[config.mk]
export PLATFORM = sky130hd
export DESIGN_NAME = evt_timer
export DESIGN_NICKNAME = d
export VERILOG_FILES = /design/src/rtl/evt_pkg.sv /design/src/rtl/evt_counter.sv /design/src/rtl/evt_channel.sv /design/src/rtl/evt_timer.sv
export SDC_FILE = /design/constraint.sdc
export NUM_CORES = 1
export LEC_CHECK = 0
export BUFFER_PORTS_ARGS = -buffer_cell sky130_fd_sc_hd__buf_2
export CAP_MARGIN = 20
export CORE_MARGIN = 4
export CORE_UTILIZATION = 50
export DETAILED_ROUTE_END_ITERATION = 10
export GPL_TIMING_DRIVEN = 0
export PLACE_DENSITY_LB_ADDON = 0.05
export SLEW_MARGIN = 20
export SYNTH_ARGS = -nofsm -noshare
export SYNTH_HDL_FRONTEND = slang
export SYNTH_SLANG_ARGS = --single-unit
[constraint.sdc]
create_clock -name clk -period 5.1 [get_ports clk]
set_clock_uncertainty 0.1 [all_clocks]
set_input_delay 1.02 -clock clk [delete_from_list [all_inputs] [get_ports clk]]
set_output_delay 1.02 -clock clk [all_outputs]
set_load 0.02 [all_outputs]
[src/rtl/evt_pkg.sv]
package evt_pkg;
    localparam int CNT_W   = 32;
    localparam int ADR_RUN = 0;
    localparam int ADR_CNT = 1;
    localparam int ADR_STS = 2;
    localparam int OFS_CFG = 0;
    localparam int OFS_CMP = 1;
    localparam int OFS_PER = 2;

    typedef struct packed {
        logic             ie;
        logic             periodic;
        logic [CNT_W-1:0] cmp;
        logic [CNT_W-1:0] per;
        logic             status;
    } chan_t;

    typedef struct packed {
        logic [CNT_W-1:0] cnt;
    } ctr_t;

    typedef struct packed {
        logic run;
    } ctl_t;
endpackage

[src/rtl/evt_counter.sv]
module evt_counter
    import evt_pkg::*;
(
    input  logic             clk,
    input  logic             rst_n,
    input  logic             run,
    input  logic             tick,
    input  logic             load,
    input  logic [CNT_W-1:0] load_val,
    output logic [CNT_W-1:0] cnt,
    output logic [CNT_W-1:0] cnt_inc,
    output logic             step
);
    ctr_t s_d, s_q;

    always_comb begin
        s_d     = s_q;
        cnt_inc = s_q.cnt + CNT_W'(1);
        step    = run && tick && !load;
        if (load)
            s_d.cnt = load_val;
        else if (step)
            s_d.cnt = cnt_inc;
    end

    always_ff @(posedge clk or negedge rst_n) begin
        if (!rst_n) s_q <= '0;
        else        s_q <= s_d;
    end

    assign cnt = s_q.cnt;
endmodule

[src/rtl/evt_channel.sv]
module evt_channel
    import evt_pkg::*;
#(
    parameter bit PERIODIC_OK = 1'b0
) (
    input  logic             clk,
    input  logic             rst_n,
    input  logic             step,
    input  logic [CNT_W-1:0] cnt_inc,
    input  logic             cfg_we,
    input  logic             cmp_we,
    input  logic             per_we,
    input  logic             clr,
    input  logic [CNT_W-1:0] wdata,
    output logic             ie,
    output logic             periodic,
    output logic [CNT_W-1:0] cmp,
    output logic [CNT_W-1:0] per,
    output logic             status,
    output logic             hit
);
    chan_t s_d, s_q;

    always_comb begin
        s_d = s_q;
        hit = step && (cnt_inc == s_q.cmp);
        if (cfg_we) begin
            s_d.ie       = wdata[0];
            s_d.periodic = PERIODIC_OK ? wdata[1] : 1'b0;
        end
        if (per_we && PERIODIC_OK)
            s_d.per = wdata;
        if (cmp_we)
            s_d.cmp = wdata;
        else if (hit && s_q.periodic)
            s_d.cmp = s_q.cmp + s_q.per;
        if (clr)
            s_d.status = 1'b0;
        if (hit)
            s_d.status = 1'b1;
    end

    always_ff @(posedge clk or negedge rst_n) begin
        if (!rst_n) s_q <= '0;
        else        s_q <= s_d;
    end

    assign ie       = s_q.ie;
    assign periodic = s_q.periodic;
    assign cmp      = s_q.cmp;
    assign per      = s_q.per;
    assign status   = s_q.status;
endmodule

[src/rtl/evt_timer.sv]
module evt_timer
    import evt_pkg::*;
#(
    parameter int          NUM_CH        = 3,
    parameter logic [31:0] PERIODIC_MASK = 32'h1,
    localparam int         ADDR_W        = $clog2(4 * (NUM_CH + 1))
) (
    input  logic              clk,
    input  logic              rst_n,
    input  logic              tick,
    input  logic              reg_we,
    input  logic [ADDR_W-1:0] reg_addr,
    input  logic [CNT_W-1:0]  reg_wdata,
    output logic [CNT_W-1:0]  reg_rdata,
    output logic [NUM_CH-1:0] irq
);
    localparam int SEL_W = ADDR_W - 2;

    ctl_t ctl_d, ctl_q;

    logic             cnt_load;
    logic [CNT_W-1:0] cnt_q;
    logic [CNT_W-1:0] cnt_inc;
    logic             step;
    logic [NUM_CH-1:0] sts_clr;
    logic [NUM_CH-1:0] ch_status, ch_hit, ch_ie, ch_per_mode;
    logic [CNT_W-1:0]  ch_cmp [NUM_CH];
    logic [CNT_W-1:0]  ch_per [NUM_CH];

    always_comb begin
        ctl_d    = ctl_q;
        cnt_load = reg_we && (reg_addr == ADDR_W'(ADR_CNT));
        sts_clr  = (reg_we && (reg_addr == ADDR_W'(ADR_STS)))
                   ? reg_wdata[NUM_CH-1:0] : '0;
        if (reg_we && (reg_addr == ADDR_W'(ADR_RUN)))
            ctl_d.run = reg_wdata[0];
    end

    always_ff @(posedge clk or negedge rst_n) begin
        if (!rst_n) ctl_q <= '0;
        else        ctl_q <= ctl_d;
    end

    evt_counter u_ctr (
        .clk      (clk),
        .rst_n    (rst_n),
        .run      (ctl_q.run),
        .tick     (tick),
        .load     (cnt_load),
        .load_val (reg_wdata),
        .cnt      (cnt_q),
        .cnt_inc  (cnt_inc),
        .step     (step)
    );

    for (genvar n = 0; n < NUM_CH; n++) begin : g_ch
        logic ch_sel;
        assign ch_sel = reg_we && (reg_addr[ADDR_W-1:2] == SEL_W'(n + 1));

        evt_channel #(.PERIODIC_OK(PERIODIC_MASK[n])) u_ch (
            .clk      (clk),
            .rst_n    (rst_n),
            .step     (step),
            .cnt_inc  (cnt_inc),
            .cfg_we   (ch_sel && (reg_addr[1:0] == 2'(OFS_CFG))),
            .cmp_we   (ch_sel && (reg_addr[1:0] == 2'(OFS_CMP))),
            .per_we   (ch_sel && (reg_addr[1:0] == 2'(OFS_PER))),
            .clr      (sts_clr[n]),
            .wdata    (reg_wdata),
            .ie       (ch_ie[n]),
            .periodic (ch_per_mode[n]),
            .cmp      (ch_cmp[n]),
            .per      (ch_per[n]),
            .status   (ch_status[n]),
            .hit      (ch_hit[n])
        );
    end

    assign irq = ch_status & ch_ie;

    always_comb begin
        reg_rdata = '0;
        if (reg_addr == ADDR_W'(ADR_RUN))
            reg_rdata[0] = ctl_q.run;
        else if (reg_addr == ADDR_W'(ADR_CNT))
            reg_rdata = cnt_q;
        else if (reg_addr == ADDR_W'(ADR_STS))
            reg_rdata[NUM_CH-1:0] = ch_status;
        for (int n = 0; n < NUM_CH; n++) begin
            if (reg_addr[ADDR_W-1:2] == SEL_W'(n + 1)) begin
                case (reg_addr[1:0])
                    2'(OFS_CFG): reg_rdata[1:0] = {ch_per_mode[n], ch_ie[n]};
                    2'(OFS_CMP): reg_rdata = ch_cmp[n];
                    2'(OFS_PER): reg_rdata = ch_per[n];
                    default:     reg_rdata = '0;
                endcase
            end
        end
    end
endmodule

==> impl_metrics.yaml <==
worst_setup_path:
  r2r_cells: 16
  crit_end: "reg_rdata[13]"
  cp-end-kind: "primary output"
  start_kind: "input port"
  rrSetupSlack_ns: 0.19
  cp_max_fo: 10
  critPathKind: "input port to primary output"
  worstPathRequired_ns: 3.98
  cp_data_arrival_time_ns: 3.81
  r2r_start: "u_ctr.cnt[1]"
  critPathLaunch: "reg_addr[0]"
  r2r-end: "g_ch[0].u_ch.cmp[31]"
power_and_ir_drop:
  p_leak_nw: 5.64
  peakVddDrop_mv: 0.209
  p_sw_mw: 2.15
  internal_power_mw: 3.35
  power_frac_seq_pct: 36.4
  swShare_pct: 39.0
  p_clk_share_pct: 24.9
  pwr-share-comb_pct: 38.7
  p_per_area_nw_per_um2: 425
yosys:
  synthCells: 1200
  yosysSeqAreaShare_pct: 36.6
  synth_warnings: 0
  netlist_area_um2: 11500
  synth_area_leader_cell: "dfrtp_1"
  synth_ff_type: "dfrtp_1"
  synthTopCellsByArea: "dfrtp_1 (37%), mux2_2 (10%), xnor2_1 (6.9%)"
  synth_fp_nets: 1273
  synth_seq_cells: 168
  synth_edf_count: 0
  syn_avg_cell_area_um2: 9.58
  async_flop_share_pct: 100
  synth_cell_types: 73
  synth_top_area_share_pct: 36.6
route:
  drtIter0Drc: 1119
  num_vias: 9975
  totalWireLength_mm: 38.5
  wl_per_cell_um: 24.2
  ant_nets: 0
  dr.pass1.iters: 8
  viasPerCell: 6.27
  drcViolationCount: 0
place:
  place_area_um2: 12300
  place_congestion: 0.982
  post-place-ws_ns: -0.312
  portBuffers: 72
  dp.cells: 1560
  hpwl_mm: 28.2
grt:
  grt_max_degree: 68
  track_usage_pct: 30.1
  grt_pass1_wl_mm: 59.2
  grt_pass1_vias: 9812
  antenna_found_initial: 0
  grt-ovfl-total: 0
final_layout:
  final_area_um2: 12900
  nNetsFinal: 1367
  antenna_cells: 0
  multi_input_area_um2: 6960
  nFillCells: 2090
  syn_to_final_growth_pct: 12.6
  regArea_um2: 4210
  drive_above_1_share_pct: 19.9
  layout.cells.non_filler: 1592
run:
  drv_cap: 0
cts:
  post-cts-setup-buffer-count: 0
  clock_latency_ns: 0.44
  clock-sinks: 168
  cts_buffer_depth: 2
  cts_buffers: 17
  cts_max_level: 4
  clkTransAtPathRegs_ns: 0.07
  cts_tree: "built"
  cts-root-buf: "clkbuf_16"
worst_hold_path:
  hold_class: "input port to async pin"
timing:
  slew-limit-headroom_pct: 32.7
  worst_hold_slack_ns: 0.380
  fin_setup_tns_ns: 0
  tightest_slew_ns: 1.01
  setup_violations: 0
  fmax_mhz: 203
  slew_violations: 0
  post-route-period-util_pct: 96.7
  min_period_ns: 4.93
  worst_slack_ns: 0.168
  hold_viol: 0
  rsz0062_at_grt: "no"
die:
  die_w_um: 160
  pin_count: 75
  die_y_um: 160
  coreArea_um2: 22600
  die_area_um2: 25500
  rows: 55
  start_util_pct: 50.8
run_status:
  status: "finished clean"
[kinds of logic after synthesis]
| logic type | count (synthesis) | share of synthesized area, % |
|---|---|---|
| AO/OA/AOI/OAI | 247 | 14.1 |
| XOR/XNOR | 170 | 13.1 |
| adder cells (fa/ha/maj) | 33 | 3.66 |
| buffers and inverters | 88 | 3.12 |
| flip-flops | 168 | 36.6 |
| multiplexers | 140 | 14.0 |
| AND/OR/NAND/NOR | 354 | 15.5 |
[cells in the final DEF, fill, tap and decap left out, drive strengths merged, types with 5 or more instances in the layout]
cell and instances:
inv 16, clkinv 5, o21a 6, nor2 58
nand3 25, a22o 6, a222oi 23, clkbuf 60
xor2 79, a22oi 26, or3 5, nand4 26
and2 9, buf 108, nor3 19, and4 5
and3 13, nand2 144, nor4 11, xnor2 91
o21ai 86, a2111oi 5, nor2b 11, a21oi 41
ha 32, dfrtp 168, mux2 104, a21o 10
mux4 6, nand2b 7, mux2i 30, a31oi 9
[area by class of cell]
type	instances	share of cell area, %
Inverter	14	0.406
Clock inverter	12	1.10
Multi-Input combinational cell	944	53.8
Buffer	74	2.50
Timing Repair Buffer	75	3.34
Sequential cell	168	32.5
Tap cell	285	2.75
Clock buffer	20	3.61
[registers in the layout, summed over array words and instances (netlist names)]
signal	cells
u_ctr.cnt	32
ctl_q	1
g_ch.u_ch.cmp	96
g_ch.u_ch.periodic	1
g_ch.u_ch.ie	3
g_ch.u_ch.status	3
g_ch.u_ch.per	32
[how the worst min path moves through the flow]
stage / startpoint / to / slack, ns / depth (start not counted)
global placement: g_ch[0].u_ch.status / g_ch[0].u_ch.status / 0.39 / 2
CTS: rst_n / g_ch[0].u_ch.periodic / 0.40 / 1
global route: rst_n / g_ch[0].u_ch.per[1] / 0.40 / 1
floorplan: g_ch[2].u_ch.status / g_ch[2].u_ch.status / 0.35 / 2
detailed placement: g_ch[0].u_ch.status / g_ch[0].u_ch.status / 0.40 / 2
finish: rst_n / g_ch[0].u_ch.periodic / 0.38 / 1
[worst max-delay path, cell delays in order]
cell	delay [ns]
clkbuf_1	0.28
nor2b_1	0.24
clkbuf_2	0.47
and3b_1	0.23
clkbuf_1	0.40
clkbuf_1	0.61
a22oi_1	0.20
nand2_1	0.17
buf_2	0.18
[cells in the mapped netlist, types with 4 or more instances]
cell	number
buf_2	20
clkbuf_1	41
and3b_1	4
nor4_1	9
or3_1	5
a21oi_1	41
dfrtp_1	168
nand4_1	24
o211ai_1	4
buf_1	12
a22oi_1	26
nor2b_1	11
nor2_1	58
and3_1	13
a222oi_1	23
nand2b_1	7
o21ai_0	85
nor3_1	18
and4_1	5
mux2i_1	30
xnor2_1	91
xor2_1	77
a22o_1	6
inv_1	14
o21a_1	6
ha_1	32
a31oi_1	9
nand2_1	143
nand3b_1	4
and2_1	9
nand3_1	24
a2111oi_0	4
a21o_1	10
mux2_2	103
a211oi_1	4
mux4_2	6
[layer usage]
metal | global-route usage [%] | vias up | part of all wire (%)
met5 | 0 | - | 0
met4 | 9.27 | 0 | 2.9
met3 | 6.14 | 53 | 8.0
met2 | 46.8 | 436 | 45
met1 | 42.5 | 4947 | 44
li1 | - | 4539 | -
[power by group through the flow]
| stage | logic (mW) | registers (mW) | clock network [mW] |
|---|---|---|---|
| floorplan | 1.59 | 1.89 | 0 |
| global placement | 2.04 | 2.00 | 0 |
| detailed placement | 2.07 | 2.01 | 0 |
| CTS | 2.09 | 1.99 | 1.38 |
| global route | 2.31 | 2.04 | 1.43 |
| finish | 2.13 | 2.00 | 1.37 |
[per-stage QoR]
| step | total power [mW] | utilization [%] |
|---|---|---|
| after floorplan | 3.48 | - |
| after global placement | 4.04 | 54.0 |
| after detailed placement | 4.09 | 54.3 |
| after CTS | 5.46 | 57.1 |
| after global routing | 5.78 | 57.2 |
| final | 5.50 | 57.2 |
[repair_timing]
action                                  CTS  global route
pin swaps                                 0             1
hold buffers                              0             0
endpoints found under the setup margin   41            30
resized for setup                         6             8
(Power assumes the default switching activity.)
